**config.mk**
```make
export PLATFORM = sky130hd
export DESIGN_NAME = mono_xpand
export DESIGN_NICKNAME = d
export VERILOG_FILES = /design/src/rtl/mono_xpand_pkg.sv /design/src/rtl/mono_word_align.sv /design/src/rtl/mono_bit_shifter.sv /design/src/rtl/mono_rect_walker.sv /design/src/rtl/mono_xpand.sv
export SDC_FILE = /design/constraint.sdc
export NUM_CORES = 1
export LEC_CHECK = 0
export BUFFER_PORTS_ARGS = -buffer_cell sky130_fd_sc_hd__buf_4
export CORE_MARGIN = 5
export CORE_UTILIZATION = 35
export DETAILED_ROUTE_END_ITERATION = 7
export PLACE_DENSITY = 0.52
export SLEW_MARGIN = 20
export SYNTH_ARGS = -nofsm -noshare
export SYNTH_HDL_FRONTEND = slang
export SYNTH_SLANG_ARGS = --single-unit
```
**constraint.sdc**
```tcl
create_clock -name clk -period 6.2 [get_ports clk]
set_clock_uncertainty 0.05 [all_clocks]
set_input_delay 0.31 -clock clk [delete_from_list [all_inputs] [get_ports clk]]
set_output_delay 0.31 -clock clk [all_outputs]
set_load 0.02 [all_outputs]
```
**src/rtl/mono_xpand_pkg.sv**
```systemverilog
package mono_xpand_pkg;
   localparam int WORD_W = 32;
   localparam int CNT_W  = 6;

   typedef enum logic [1:0] {
      XS_BYTE  = 2'd0,
      XS_HALF  = 2'd1,
      XS_WORD  = 2'd2,
      XS_WORD2 = 2'd3
   } xfer_size_e;

   function automatic logic [CNT_W-1:0] size_bits(input logic [1:0] code);
      case (xfer_size_e'(code))
         XS_BYTE: size_bits = CNT_W'(8);
         XS_HALF: size_bits = CNT_W'(16);
         default: size_bits = CNT_W'(32);
      endcase
   endfunction
endpackage

```
**src/rtl/mono_word_align.sv**
```systemverilog
module mono_word_align
   import mono_xpand_pkg::*;
(
   input  logic              swap,
   input  logic [1:0]        size,
   input  logic [WORD_W-1:0] data,
   output logic [WORD_W-1:0] aligned,
   output logic [CNT_W-1:0]  nbits
);
   localparam int HALVES = WORD_W / 16;
   logic [WORD_W-1:0] sw;

   for (genvar h = 0; h < HALVES; h++) begin : g_half
      assign sw[h*16 +: 8]     = swap ? data[h*16+8 +: 8] : data[h*16 +: 8];
      assign sw[h*16+8 +: 8]   = swap ? data[h*16 +: 8]   : data[h*16+8 +: 8];
   end

   always_comb begin
      nbits = size_bits(size);
      case (xfer_size_e'(size))
         XS_BYTE: aligned = {sw[7:0],  {(WORD_W-8){1'b0}}};
         XS_HALF: aligned = {sw[15:0], {(WORD_W-16){1'b0}}};
         default: aligned = sw;
      endcase
   end
endmodule

```
**src/rtl/mono_bit_shifter.sv**
```systemverilog
module mono_bit_shifter
   import mono_xpand_pkg::*;
(
   input  logic              clk,
   input  logic              rst_n,
   input  logic              load,
   input  logic [WORD_W-1:0] aligned,
   input  logic [CNT_W-1:0]  nbits,
   input  logic              step,
   input  logic              flush,
   output logic              pending,
   output logic              cur_bit
);
   logic [WORD_W-1:0] sh_q;
   logic [CNT_W-1:0]  cnt_q;

   always_ff @(posedge clk) begin
      if (!rst_n) begin
         sh_q  <= '0;
         cnt_q <= '0;
      end else if (flush) begin
         cnt_q <= '0;
      end else if (load) begin
         sh_q  <= aligned;
         cnt_q <= nbits;
      end else if (step) begin
         sh_q  <= {sh_q[WORD_W-2:0], 1'b0};
         cnt_q <= cnt_q - CNT_W'(1);
      end
   end

   assign pending = (cnt_q != '0);
   assign cur_bit = sh_q[WORD_W-1];
endmodule

```
**src/rtl/mono_rect_walker.sv**
```systemverilog
module mono_rect_walker #(
   parameter int COORD_W = 12,
   parameter int PITCH_W = 12,
   parameter int ADDR_W  = 20,
   localparam int XW     = COORD_W + 2
) (
   input  logic                 clk,
   input  logic                 rst_n,
   input  logic                 load,
   input  logic [COORD_W-1:0]   sx,
   input  logic [COORD_W-1:0]   sy,
   input  logic [COORD_W-1:0]   wd,
   input  logic [COORD_W-1:0]   ht,
   input  logic [PITCH_W-1:0]   pitch,
   input  logic                 step,
   output logic signed [XW-1:0] cx,
   output logic signed [XW-1:0] cy,
   output logic [ADDR_W-1:0]    addr,
   output logic                 last
);
   logic signed [XW-1:0] xs_q, xe_q, ye_q, cx_q, cy_q;
   logic [ADDR_W-1:0]    line_q, off_q, pitch_q;
   logic signed [XW-1:0] sx_e, sy_e;
   logic [ADDR_W-1:0]    sy_a, pitch_a, base;

   assign sx_e    = $signed({{2{sx[COORD_W-1]}}, sx});
   assign sy_e    = $signed({{2{sy[COORD_W-1]}}, sy});
   assign sy_a    = {{(ADDR_W-COORD_W){sy[COORD_W-1]}}, sy};
   assign pitch_a = {{(ADDR_W-PITCH_W){1'b0}}, pitch};
   assign base    = sy_a * pitch_a + {{(ADDR_W-COORD_W){sx[COORD_W-1]}}, sx};

   wire row_end = (cx_q == xe_q);

   always_ff @(posedge clk) begin
      if (!rst_n) begin
         xs_q <= '0; xe_q <= '0; ye_q <= '0; cx_q <= '0; cy_q <= '0;
         line_q <= '0; off_q <= '0; pitch_q <= '0;
      end else if (load) begin
         xs_q    <= sx_e;
         xe_q    <= sx_e + $signed({2'b00, wd});
         ye_q    <= sy_e + $signed({2'b00, ht});
         cx_q    <= sx_e;
         cy_q    <= sy_e;
         pitch_q <= pitch_a;
         line_q  <= base;
         off_q   <= base;
      end else if (step) begin
         if (row_end) begin
            cx_q   <= xs_q;
            cy_q   <= cy_q + XW'(1);
            line_q <= line_q + pitch_q;
            off_q  <= line_q + pitch_q;
         end else begin
            cx_q   <= cx_q + XW'(1);
            off_q  <= off_q + ADDR_W'(1);
         end
      end
   end

   assign cx   = cx_q;
   assign cy   = cy_q;
   assign addr = off_q;
   assign last = row_end && (cy_q == ye_q);
endmodule

```
**src/rtl/mono_xpand.sv**
```systemverilog
module mono_xpand
   import mono_xpand_pkg::*;
#(
   parameter int COORD_W = 12,
   parameter int PITCH_W = 12,
   parameter int ADDR_W  = 20
) (
   input  logic               clk,
   input  logic               rst_n,
   input  logic               cmd_start,
   input  logic [COORD_W-1:0] cmd_x,
   input  logic [COORD_W-1:0] cmd_y,
   input  logic [COORD_W-1:0] cmd_width,
   input  logic [COORD_W-1:0] cmd_height,
   input  logic [PITCH_W-1:0] line_pitch,
   input  logic               cmd_swap,
   input  logic [COORD_W-1:0] clip_left,
   input  logic [COORD_W-1:0] clip_right,
   input  logic [COORD_W-1:0] clip_top,
   input  logic [COORD_W-1:0] clip_bottom,
   input  logic               xfer_valid,
   input  logic [WORD_W-1:0]  xfer_data,
   input  logic [1:0]         xfer_size,
   output logic               xfer_ready,
   output logic               busy,
   output logic               px_valid,
   output logic               px_fg,
   output logic [ADDR_W-1:0]  px_addr
);
   localparam int XW = COORD_W + 2;

   if (COORD_W < 4) begin : g_bad_coord
      $error("COORD_W must be at least 4");
   end
   if (ADDR_W <= COORD_W || ADDR_W < PITCH_W) begin : g_bad_addr
      $error("ADDR_W must exceed COORD_W and cover PITCH_W");
   end

   logic                 busy_q, swap_q, accept, take_cmd, step, pending, bit_now, last;
   logic [WORD_W-1:0]    aligned;
   logic [CNT_W-1:0]     nbits;
   logic signed [XW-1:0] walk_x, walk_y, cl_e, cr_e, ct_e, cb_e;
   logic                 in_win;

   assign take_cmd   = cmd_start && !busy_q;
   assign xfer_ready = busy_q && !pending;
   assign accept     = xfer_valid && xfer_ready;
   assign step       = pending;

   always_ff @(posedge clk) begin
      if (!rst_n) begin
         busy_q <= 1'b0;
         swap_q <= 1'b0;
      end else if (take_cmd) begin
         busy_q <= 1'b1;
         swap_q <= cmd_swap;
      end else if (step && last) begin
         busy_q <= 1'b0;
      end
   end

   mono_word_align u_align (
      .swap(swap_q), .size(xfer_size), .data(xfer_data),
      .aligned(aligned), .nbits(nbits)
   );

   mono_bit_shifter u_shift (
      .clk(clk), .rst_n(rst_n), .load(accept), .aligned(aligned), .nbits(nbits),
      .step(step), .flush(step && last), .pending(pending), .cur_bit(bit_now)
   );

   mono_rect_walker #(.COORD_W(COORD_W), .PITCH_W(PITCH_W), .ADDR_W(ADDR_W)) u_walk (
      .clk(clk), .rst_n(rst_n), .load(take_cmd), .sx(cmd_x), .sy(cmd_y),
      .wd(cmd_width), .ht(cmd_height), .pitch(line_pitch), .step(step),
      .cx(walk_x), .cy(walk_y), .addr(px_addr), .last(last)
   );

   assign cl_e = $signed({{2{clip_left[COORD_W-1]}},   clip_left});
   assign cr_e = $signed({{2{clip_right[COORD_W-1]}},  clip_right});
   assign ct_e = $signed({{2{clip_top[COORD_W-1]}},    clip_top});
   assign cb_e = $signed({{2{clip_bottom[COORD_W-1]}}, clip_bottom});

   assign in_win = !walk_x[XW-1] && !walk_y[XW-1] &&
                   (walk_x >= cl_e) && (walk_x <= cr_e) &&
                   (walk_y >= ct_e) && (walk_y <= cb_e);

   assign busy     = busy_q;
   assign px_valid = step && in_win;
   assign px_fg    = bit_now;
endmodule

```
==> key figures, run 1 <==
Worst setup path
  • Largest fanout on the critical path: 13
  • CP delay by family, top: adder cells
  • Stages on worst setup path: 18
  • Required time of the critical path: 6480 ps
  • Crit path kind: input pin to register
  • Reg2reg path depth: 9
  • Most used cell, CP: fa_1
  • Worst EP arrival: 5910 ps
  • Worst Setup End Kind: register
  • CP max stage delay: 610 ps
  • Buffers plus inverters on the worst setup path: 4
  • CP Cell Sequence: buf_4, and2_1, fa_1, inv_1, fa_1, inv_1, fa_1, fa_1, fa_1, fa_1, ha_1, a2111oi_0, inv_1, o21a_1, nor2_1, xor2_1, o21ai_0, o221a_2
  • Startpoint types: input pin
  • Max stage delay cell, worst path: a2111oi_0

Logic synthesis
  • Synth area leaders: dfxtp_1 20%, fa_1 14%, ha_1 12%
  • Simple-gate portion of the synthesized area: 0.192
  • Mapped cell area: 16400 µm²
  • Syn_nets: 2409
  • Syn Inst Count: 1985
  • Yosys reg bits: 160
  • Area share of the largest cell type after synthesis: 0.196
  • Adder-cell share of the synthesized area: 0.265
  • Synth Area per Inst: 8.25 µm²
  • XOR/XNOR Fraction of Synth Area: 0.0556
  • FFs w/ async S/R, synth: 0
  • Largest family of logic cells by synthesized area: adder cells
  • Synth warnings: 0
  • Netlist cell types: 75
  • Compound-Gate Fraction of Synth Area: 0.187
  • Yosys top cell by area: dfxtp_1
  • Post-synth EDFFs: 0
  • Synth Flop Type: dfxtp_1
  • Post-synthesis sequential area ratio: 0.196
  • Multiplexer share of the synthesized area: 0.0300

Hold path
  • Hold Crit Depth: 3
  • HP Class: input pin to register

Detailed routing
  • Routed length on met3: 2.37 mm
  • Wirelength per Cell: 19.4 µm
  • # DRC: 0
  • WL final: 52.7 mm
  • Post-DRT Antenna Nets: 0
  • Initial DRT Pass Iterations: 7
  • M1 wire length: 24.8 mm
  • Routed wl met2: 24.6 mm
  • Top sig layer: met5
  • Initial DRC Count: 890
  • Via density: 5.35
  • Vias: 14500

Finish
  • Design area: 18700 µm²
  • # fillers: 4820
  • Post-layout util: 0.403
  • Share of cells above drive strength 1: 0.146
  • ANT cells: 0
  • Commonest non-fill, non-tap cell in the layout: nand2_1
  • Most frequent cells in the layout: 235 x nand2_1, 197 x inv_1, 191 x buf_4
  • Layout area overhead: 14.4%
  • Fin nets: 2512

Global routing
  • GRT overflow: 0
  • Number of antenna violations at the first check in global routing: 2
  • Number of global-route vias before repair: 14300
  • Gr usage total: 0.202
  • Pin count of the biggest net entering global routing: 64
  • Global-route wire length before repair: 81.6 mm

Outcome
  • Status: completed

STA
  • Fin. Hold Viols: 0
  • Count of pins over their slew limit: 0
  • RSZ-0062 raised after global routing: false
  • Setup violations, final: 0
  • Worst slew pin tran: 1080 ps
  • Setup TNS: 0 ps
  • Period utilisation layout: 0.907
  • Peak Freq: 178 MHz
  • Post-route setup slack: 576 ps
  • Fin crit period: 5620 ps
  • Rel. slew slack: 0.272

Clock tree
  • # hold bufs at CTS: 0
  • TritonCTS buffer count: 17
  • Clock Root Buffer: clkbuf_16
  • CTS tree: built
  • Clock buffer depth: 2
  • Worst-path clk slew: 70 ps
  • Post-CTS Setup Bufs: 0
  • Post-cts sizing count: 0
  • CTS H-tree lvls: 4
  • Insertion delay to the later sink of the worst-skew pair: 440 ps
  • Clock sinks: 160

Floorplanning
  • Die W: 226 µm
  • Row count: 79
  • Core Area: 46500 µm²
  • DIE HEIGHT: 226 µm
  • Initial Util: 0.352
  • Die area: 51200 µm²
  • Number of I/O pins: 171

Place
  • Post-DP HPWL: 40.7 mm
  • DP Worst Slack: 87.8 ps
  • RD Place Congestion: 0.875
  • IO Port Bufs: 170
  • DP Area: 18100 µm²

Power
  • Comb pwr share: 0.651
  • Static Leak: 0.00855 µW
  • Sequential Power Share: 0.203
  • Switch Pwr: 3730 µW
  • Max VDD drop: 0.000318 V
  • Pint: 4130 µW
  • Sw Ratio: 0.474
  • PD cells: 419 nW/µm²
  • Clock power share: 0.146

Flow run
  • # Max-Cap Violations: 0
cell type report:
cell class,count,area [µm²],share of cell area
inverter,198,746,0.0398
clock inverter,11,181,0.00968
multi-input combinational,1520,12000,0.639
timing repair buffer,191,1430,0.0765
sequential,160,3200,0.171
tap,607,759,0.0405
clock buffer,20,437,0.0233
final timing paths:
check                                      start                 to  slack, ps
worst max-delay path               line_pitch[3]  u_walk.line_q[14]        580
worst min-delay path                    cmd_swap             swap_q         70
worst max register to register  u_shift.cnt_q[0]   u_shift.sh_q[13]       2510
worst min register to register   u_walk.xs_q[11]    u_walk.xs_q[11]        400
tightest hold or removal path: stages:
cell and delay [ps]:
buf_4 110, nand2_1 50, a21oi_1 50
kinds of logic after synthesis:
kind of cell             count (synthesis)
AO/OA/AOI/OAI                          444
XOR/XNOR                               104
adder cells (fa/ha/maj)                277
buffers and inverters                  305
flip-flops                             160
multiplexers                            45
AND/OR/NAND/NOR                        650
layer usage:
metal  track usage  vias up
met5             0        -
met4        0.0448        4
met3        0.0299       40
met2         0.328      347
met1         0.287     7041
li1              -     7057
sequential cells by signal, summed over array words and instances, names as in the netlist:
signal / count
u_walk.cx: 14
u_walk.xe_q: 14
swap_q: 1
u_walk.cy: 14
u_walk.line_q: 20
u_walk.xs_q: 12
u_walk.ye_q: 14
u_walk.addr: 20
busy: 1
u_shift.sh_q: 32
u_shift.cnt_q: 6
u_walk.pitch_q: 12
synthesized netlist by cell type, types with 28 or more instances:
cell type and instances:
nand3_1 64, and2_1 67, nor2_1 124, a211oi_1 28, mux2_2 32, nor3_1 35, o21a_1 29, dfxtp_1 160
o21ai_0 75, ha_1 160, nand2_1 236, xnor2_1 46, clkbuf_1 72, fa_1 117, inv_1 198, xor2_1 58
a21oi_1 142
per-stage QoR:
stage | hold WS, ps | cells | total power [µW]
after floorplan | 382 | 1985 | 5360
after global placement | 392 | 2676 | 6700
after detailed placement | 397 | 2676 | 6740
after CTS | 58.2 | 2707 | 7940
after global routing | 74.3 | 2707 | 8630
final | 72.9 | 2707 | 7860
power groups by stage:
stage	logic (µW)	clock network (µW)	registers, µW
after global routing	5790	1210	1630
after global placement	5100	0	1600
after detailed placement	5130	0	1610
after CTS	5180	1170	1590
final	5120	1150	1590
after floorplan	3810	0	1540
No activity file was read; power rests on OpenSTA's default activity.
==> inputs of run 2 (changes only) <==
--- a/config.mk
+++ b/config.mk
@@ -7,3 +7,2 @@
 export LEC_CHECK = 0
-export BUFFER_PORTS_ARGS = -buffer_cell sky130_fd_sc_hd__buf_4
 export CORE_MARGIN = 5
@@ -11,3 +10,4 @@
 export DETAILED_ROUTE_END_ITERATION = 7
-export PLACE_DENSITY = 0.52
+export DONT_BUFFER_PORTS = 1
+export PLACE_DENSITY = 0.49
 export SLEW_MARGIN = 20
==> constraint.sdc (replaced) <==
create_clock -name clk -period 6.2 [get_ports clk]
set_clock_uncertainty 0.05 [all_clocks]
set_input_delay 1.86 -clock clk [delete_from_list [all_inputs] [get_ports clk]]
set_output_delay 1.86 -clock clk [all_outputs]
set_load 0.02 [all_outputs]
==> run 2 against run 1 <==
The run now ends with setup timing left. Critical path depth is 1 lower. Sequential cell count is the same. Cell count decreased by 4.9%.
==> key figures, run 2 (synthesis results as in run 1) <==
Global routing
  • Pin count of the biggest net entering global routing: 62 (was 64)
  • Number of global-route vias before repair: 14000 (was 14300)
  • Grt met2 use: 0.331 (was 0.328)
  • M1 GR Usage: 0.286 (was 0.287)
  • Gr busiest metal: met2 (unchanged)
  • GRT overflow: 0 (unchanged)
  • Met3 usage: 0.0392 (was 0.0299)
  • Number of antenna violations at the first check in global routing: 1 (was 2)
  • Global-route wire length before repair: 81.9 mm (was 81.6 mm)
  • Gr usage total: 0.205 (was 0.202)

Clock tree
  • CTS tree: built (unchanged)
  • CTS H-tree lvls: 4 (unchanged)
  • Clock sinks: 160 (unchanged)
  • Worst-path clk slew: 70 ps (about the same)
  • Clock buffer depth: 2 (unchanged)
  • Clock Root Buffer: clkbuf_16 (unchanged)
  • # hold bufs at CTS: 0 (unchanged)
  • TritonCTS buffer count: 17 (unchanged)
  • Insertion delay to the later sink of the worst-skew pair: 480 ps (was 440 ps)

Detailed routing
  • Post-DRT Antenna Nets: 0 (unchanged)
  • Via density: 5.42 (was 5.35)
  • Vias: 14000 (was 14500)
  • # DRC: 0 (unchanged)
  • Wirelength per Cell: 20.3 µm (was 19.4 µm)
  • WL final: 52.3 mm (was 52.7 mm)
  • Initial DRT Pass Iterations: 5 (was 7)
  • Initial DRC Count: 829 (was 890)

Finish
  • Share of cells above drive strength 1: 0.115 (was 0.146)
  • Top reg by flops: u_shift.sh_q (unchanged)
  • ANT cells: 0 (unchanged)
  • Most frequent cells in the layout: 233 x nand2_1, 195 x inv_1, 160 x dfxtp_1 (was 235 x nand2_1, 197 x inv_1, 191 x buf_4)
  • Max FFs per register: 32 (unchanged)
  • Layout area overhead: 10.3% (was 14.4%)
  • Commonest non-fill, non-tap cell in the layout: nand2_1 (unchanged)
  • Fin nets: 2379 (was 2512)
  • Post-layout util: 0.389 (was 0.403)
  • # fillers: 4763 (was 4820)

Floorplanning
  • Number of I/O pins: 171 (unchanged)
  • Die area: 51200 µm² (unchanged)
  • DIE HEIGHT: 226 µm (unchanged)
  • Die W: 226 µm (unchanged)
  • Initial Util: 0.352 (unchanged)
  • Core Area: 46500 µm² (unchanged)
  • Row count: 79 (unchanged)

Worst setup path
  • Required time of the critical path: 6500 ps (was 6480 ps)
  • Worst EP arrival: 6630 ps (was 5910 ps)
  • Largest fanout on the critical path: 14 (was 13)
  • Worst Setup End Kind: register (unchanged)
  • Startpoint types: input pin (unchanged)
  • Crit path kind: input pin to register (unchanged)

STA
  • Peak Freq: 158 MHz (was 178 MHz)
  • Fin. Hold Viols: 0 (unchanged)
  • Worst slew pin tran: 870 ps (was 1080 ps)
  • Period utilisation layout: 1.02 (was 0.907)
  • Count of pins over their slew limit: 0 (unchanged)
  • Fin crit period: 6320 ps (was 5620 ps)
  • Setup violations, final: 9 (was 0)
  • RSZ-0062 raised after global routing: true (was false)
  • Post-route setup slack: -122 ps (was 576 ps)
  • Rel. slew slack: 0.420 (was 0.272)

Power
  • Max VDD drop: 0.000519 V (was 0.000318 V)
  • PD cells: 529 nW/µm² (was 419 nW/µm²)
  • Static Leak: 0.00795 µW (was 0.00855 µW)

Hold path
  • HP Class: register to register (was input pin to register)

Place
  • DP Worst Slack: -724 ps (was 87.8 ps)
  • IO Port Bufs: 0 (was 170)
  • Post-DP HPWL: 40.8 mm (was 40.7 mm)
  • RD Place Congestion: 0.833 (was 0.875)

Flow run
  • # Max-Cap Violations: 0 (unchanged)

Outcome
  • Status: finished with violations (was completed)
  • Failing checks: setup timing
-- run 2: cell count changes in the layout (fill, tap and decap cells not counted), moves of 6 or more --
cell and delta:
ha_4 +10, ha_1 -11, o21ai_0 -6, and2_4 +7
buf_4 -133, and2_1 -7
-- run 2: final timing paths --
kind	startpoint	to	slack, ps	cells after the start
hold reg to reg	u_walk.xs_q[10]	u_walk.xs_q[10]	410	2
setup reg to reg	u_shift.cnt_q[0]	u_shift.sh_q[10]	2430	11
hold / removal	u_walk.xs_q[10]	u_walk.xs_q[10]	410	2
setup / recovery	cmd_y[8]	u_walk.line_q[14]	-120	17
-- run 2: worst max-delay path, cell delays in order --
cell,delay (ps)
and2_4,140
fa_1,520
inv_1,50
fa_1,470
inv_1,50
fa_1,540
fa_1,440
fa_1,530
fa_2,470
ha_4,180
a2111oi_4,330
inv_2,120
o21a_1,190
nor2_2,110
xor2_1,210
o21ai_1,100
o221a_2,290
-- run 2: cell type report --
type	count	area, µm²	share of cell area
Inverter	198	746	0.0413
Timing Repair Buffer	58	435	0.0241
Clock buffer	19	443	0.0245
Tap cell	607	759	0.0421
Clock inverter	13	148	0.00818
Sequential cell	160	3200	0.177
Multi-Input combinational cell	1520	12300	0.682
-- run 2: power by group --
part | switching [µW] | total [µW] | internal (µW)
clock network | 492 | 1100 | 612
logic | 3510 | 6790 | 3280
registers | 369 | 1670 | 1300
total | 4370 | 9560 | 5190
-- run 2: routing by layer --
metal  vias up  routed length, µm
met5         -                  0
met4         0                620
met3        36               2780
met2       295              24600
met1      6847              24400
li1       6786                  -
-- run 2: what timing repair did --
action	CTS	global route
buffers inserted	1	0
resized for setup	11	19
endpoints found under the setup margin	13	21
pin swaps	24	31
-- run 2: stage by stage --
step | instance area (µm²) | TNS, ps | instances | total power [µW] | hold WS, ps
2_1_floorplan | 16600 | -7080 | 1985 | 5790 | 382
3_3_place_gp | 17300 | -11430 | 2543 | 7920 | 392
3_5_place_dp | 17300 | -12190 | 2543 | 7960 | 397
4_1_cts | 17900 | -579 | 2575 | 9330 | 407
5_1_grt | 18100 | -3450 | 2575 | 10400 | 419
6_report | 18100 | -636 | 2575 | 9560 | 407
==> inputs of run 3 (changes only) <==
- CORE_ASPECT_RATIO: unset -> 1.75
==> run 3 against run 2 <==
Largest cell class unchanged. Total power increased by 0.54%. Combinational power increased by 0.7%. Clock-buffer cell count decreased by 1. Cell count decreased by 0.35%. Setup slack got worse by 110 ps. First-iteration DRC count decreased by 15%. The run still ends with setup timing left. Sequential share of layout area decreased by 0.098 points. Hold slack about the same. Global-route usage increased by 0.55 points. Sequential cell count unchanged. Highest routed layer unchanged. Die area increased by 0.33%.
==> key figures, run 3 (synthesis results as in run 1) <==
Global routing
  • GRT overflow: 0 (unchanged)
  • Number of global-route vias before repair: 14400 (was 14000)
  • Global-route wire length before repair: 84.4 mm (was 81.9 mm)
  • Number of antenna violations at the first check in global routing: 2 (was 1)
  • Pin count of the biggest net entering global routing: 63 (was 62)
  • Gr usage total: 0.210 (was 0.205)

Finish
  • Fin nets: 2387 (was 2379)
  • Post-layout util: 0.389 (about the same)
  • Design area: 18200 µm² (was 18100 µm²)
  • Commonest non-fill, non-tap cell in the layout: nand2_1 (unchanged)
  • # fillers: 4799 (was 4763)
  • Share of cells above drive strength 1: 0.121 (was 0.115)
  • Layout area overhead: 10.9% (was 10.3%)
  • Top reg by flops: u_shift.sh_q (unchanged)
  • Most frequent cells in the layout: 234 x nand2_1, 193 x inv_1, 160 x dfxtp_1 (was 233 x nand2_1, 195 x inv_1, 160 x dfxtp_1)
  • Max FFs per register: 32 (unchanged)

Floorplanning
  • Core Area: 46600 µm² (was 46500 µm²)
  • Initial Util: 0.351 (was 0.352)
  • Die area: 51400 µm² (was 51200 µm²)
  • Die W: 173 µm (was 226 µm)
  • Number of I/O pins: 171 (unchanged)
  • Row count: 105 (was 79)
  • DIE HEIGHT: 296 µm (was 226 µm)

Worst setup path
  • R2R Setup Slk: 2380 ps (was 2430 ps)
  • Buffers plus inverters on the worst setup path: 3 (unchanged)
  • Startpoint types: input pin (unchanged)
  • Worst EP arrival: 6740 ps (was 6630 ps)
  • Largest fanout on the critical path: 12 (was 14)
  • Reg-to-reg endpoint: u_shift.sh_q[7] (was u_shift.sh_q[10])
  • CP delay by family, top: adder cells (unchanged)
  • Reg-to-reg startpoint: u_shift.cnt_q[0] (unchanged)
  • Most used cell, CP: fa_1 (unchanged)
  • Reg2reg path depth: 11 (unchanged)
  • Worst Setup End Kind: register (unchanged)
  • CP Cell Sequence: and2_4, fa_1, inv_1, fa_1, inv_1, fa_1, fa_1, fa_1, fa_2, ha_4, a2111oi_4, inv_2, a211oi_4, o31ai_2, xnor2_1, or2_0, a221oi_1 (was and2_4, fa_1, inv_1, fa_1, inv_1, fa_1, fa_1, fa_1, fa_2, ha_4, a2111oi_4, inv_2, o21a_1, nor2_2, xor2_1, o21ai_1, o221a_2)
  • CP max stage delay: 580 ps (was 540 ps)
  • Required time of the critical path: 6500 ps (about the same)
  • Max stage delay cell, worst path: fa_1 (unchanged)
  • Crit path kind: input pin to register (unchanged)

STA
  • Setup violations, final: 14 (was 9)
  • Peak Freq: 155 MHz (was 158 MHz)
  • Worst slew pin tran: 987 ps (was 870 ps)
  • Rel. slew slack: 0.340 (was 0.420)
  • Fin. Hold Viols: 0 (unchanged)
  • RSZ-0062 raised after global routing: true (unchanged)
  • Period utilisation layout: 1.04 (was 1.02)
  • Fin crit period: 6440 ps (was 6320 ps)
  • Setup TNS: -2150 ps (was -636 ps)
  • Count of pins over their slew limit: 0 (unchanged)
  • Post-route setup slack: -236 ps (was -122 ps)

Hold path
  • HP Class: register to register (unchanged)
  • Worst Hold End: u_walk.xs_q[6] (was u_walk.xs_q[10])
  • Hold Crit Depth: 2 (unchanged)
  • Beginning of the worst hold path: u_walk.xs_q[6] (was u_walk.xs_q[10])

Clock tree
  • # hold bufs at CTS: 0 (unchanged)
  • CTS tree: built (unchanged)
  • Clock Root Buffer: clkbuf_16 (unchanged)
  • Clock buffer depth: 2 (unchanged)
  • Insertion delay to the later sink of the worst-skew pair: 450 ps (was 480 ps)
  • TritonCTS buffer count: 17 (unchanged)
  • Worst-path clk slew: 70 ps (about the same)
  • Clock sinks: 160 (unchanged)
  • CTS H-tree lvls: 4 (unchanged)

Power
  • Static Leak: 0.00799 µW (was 0.00795 µW)
  • PD cells: 529 nW/µm² (about the same)
  • Max VDD drop: 0.000497 V (was 0.000519 V)

Place
  • Post-DP HPWL: 43.5 mm (was 40.8 mm)
  • DP Worst Slack: -758 ps (was -724 ps)
  • IO Port Bufs: 0 (unchanged)
  • DP Area: 17300 µm² (about the same)
  • RD Place Congestion: 0.858 (was 0.833)

Detailed routing
  • Via density: 5.51 (was 5.42)
  • Initial DRT Pass Iterations: 7 (was 5)
  • WL final: 54.9 mm (was 52.3 mm)
  • Vias: 14100 (was 14000)
  • Wirelength per Cell: 21.4 µm (was 20.3 µm)
  • Initial DRC Count: 704 (was 829)
  • # DRC: 0 (unchanged)
  • Post-DRT Antenna Nets: 0 (unchanged)

Outcome
  • Failing checks: setup timing (unchanged)
  • Status: finished with violations (unchanged)

Flow run
  • # Max-Cap Violations: 0 (unchanged)
-- run 3: repair_timing --
action                     4_1_cts  5_1_grt
pin swaps                       24       31
setup endpoints to repair       15       22
setup buffers                    3        4
gates resized for setup         10       29
-- run 3: power breakdown --
| group | switching [µW] | internal, µW | total, µW |
|---|---|---|---|
| combinational | 3450 | 3390 | 6840 |
| clock | 522 | 579 | 1100 |
| sequential | 374 | 1300 | 1670 |
| total | 4340 | 5270 | 9610 |
-- run 3: tightest hold or removal path, cell delays in order (launching register included) --
cell,delay (ps)
dfxtp_1,310
nand2_1,50
a21oi_1,50
-- run 3: final cells by class --
class | count | area (µm²) | area share
Sequential cell | 160 | 3200 | 0.176
Tap cell | 588 | 736 | 0.0405
Clock buffer | 18 | 429 | 0.0236
Inverter | 198 | 746 | 0.0411
Timing Repair Buffer | 66 | 524 | 0.0289
Multi-Input combinational cell | 1520 | 12300 | 0.680
Antenna cell | 2 | 5.00 | 0.000276
Clock inverter | 14 | 166 | 0.00917
-- run 3: through the flow --
stage / total power, µW / hold WS [ps] / instances
after detailed placement: 7800 / 396 / 2526
final: 9610 / 407 / 2566
after global routing: 10500 / 419 / 2566
after global placement: 7740 / 393 / 2526
after floorplan: 5790 / 382 / 1985
after CTS: 9190 / 407 / 2560
-- run 3: metal layers --
layer	global-route usage	part of all wire	vias up
met5	0	0	-
met4	0.0785	0.034	0
met3	0.0478	0.055	79
met2	0.397	0.53	366
met1	0.228	0.38	6910
li1	-	-	6791
-- run 3: worst max-delay path by stage --
stage / slack [ps] / cells past startpoint / endpoint / startpoint
final: -240 / 17 / u_walk.addr[19] / line_pitch[9]
after global routing: -460 / 17 / u_walk.addr[19] / line_pitch[9]
after CTS: -240 / 17 / u_walk.addr[19] / line_pitch[9]
after detailed placement: -760 / 17 / u_walk.addr[19] / cmd_y[2]
after global placement: -740 / 17 / u_walk.addr[19] / cmd_y[2]
after floorplan: -630 / 18 / u_walk.addr[19] / line_pitch[3]
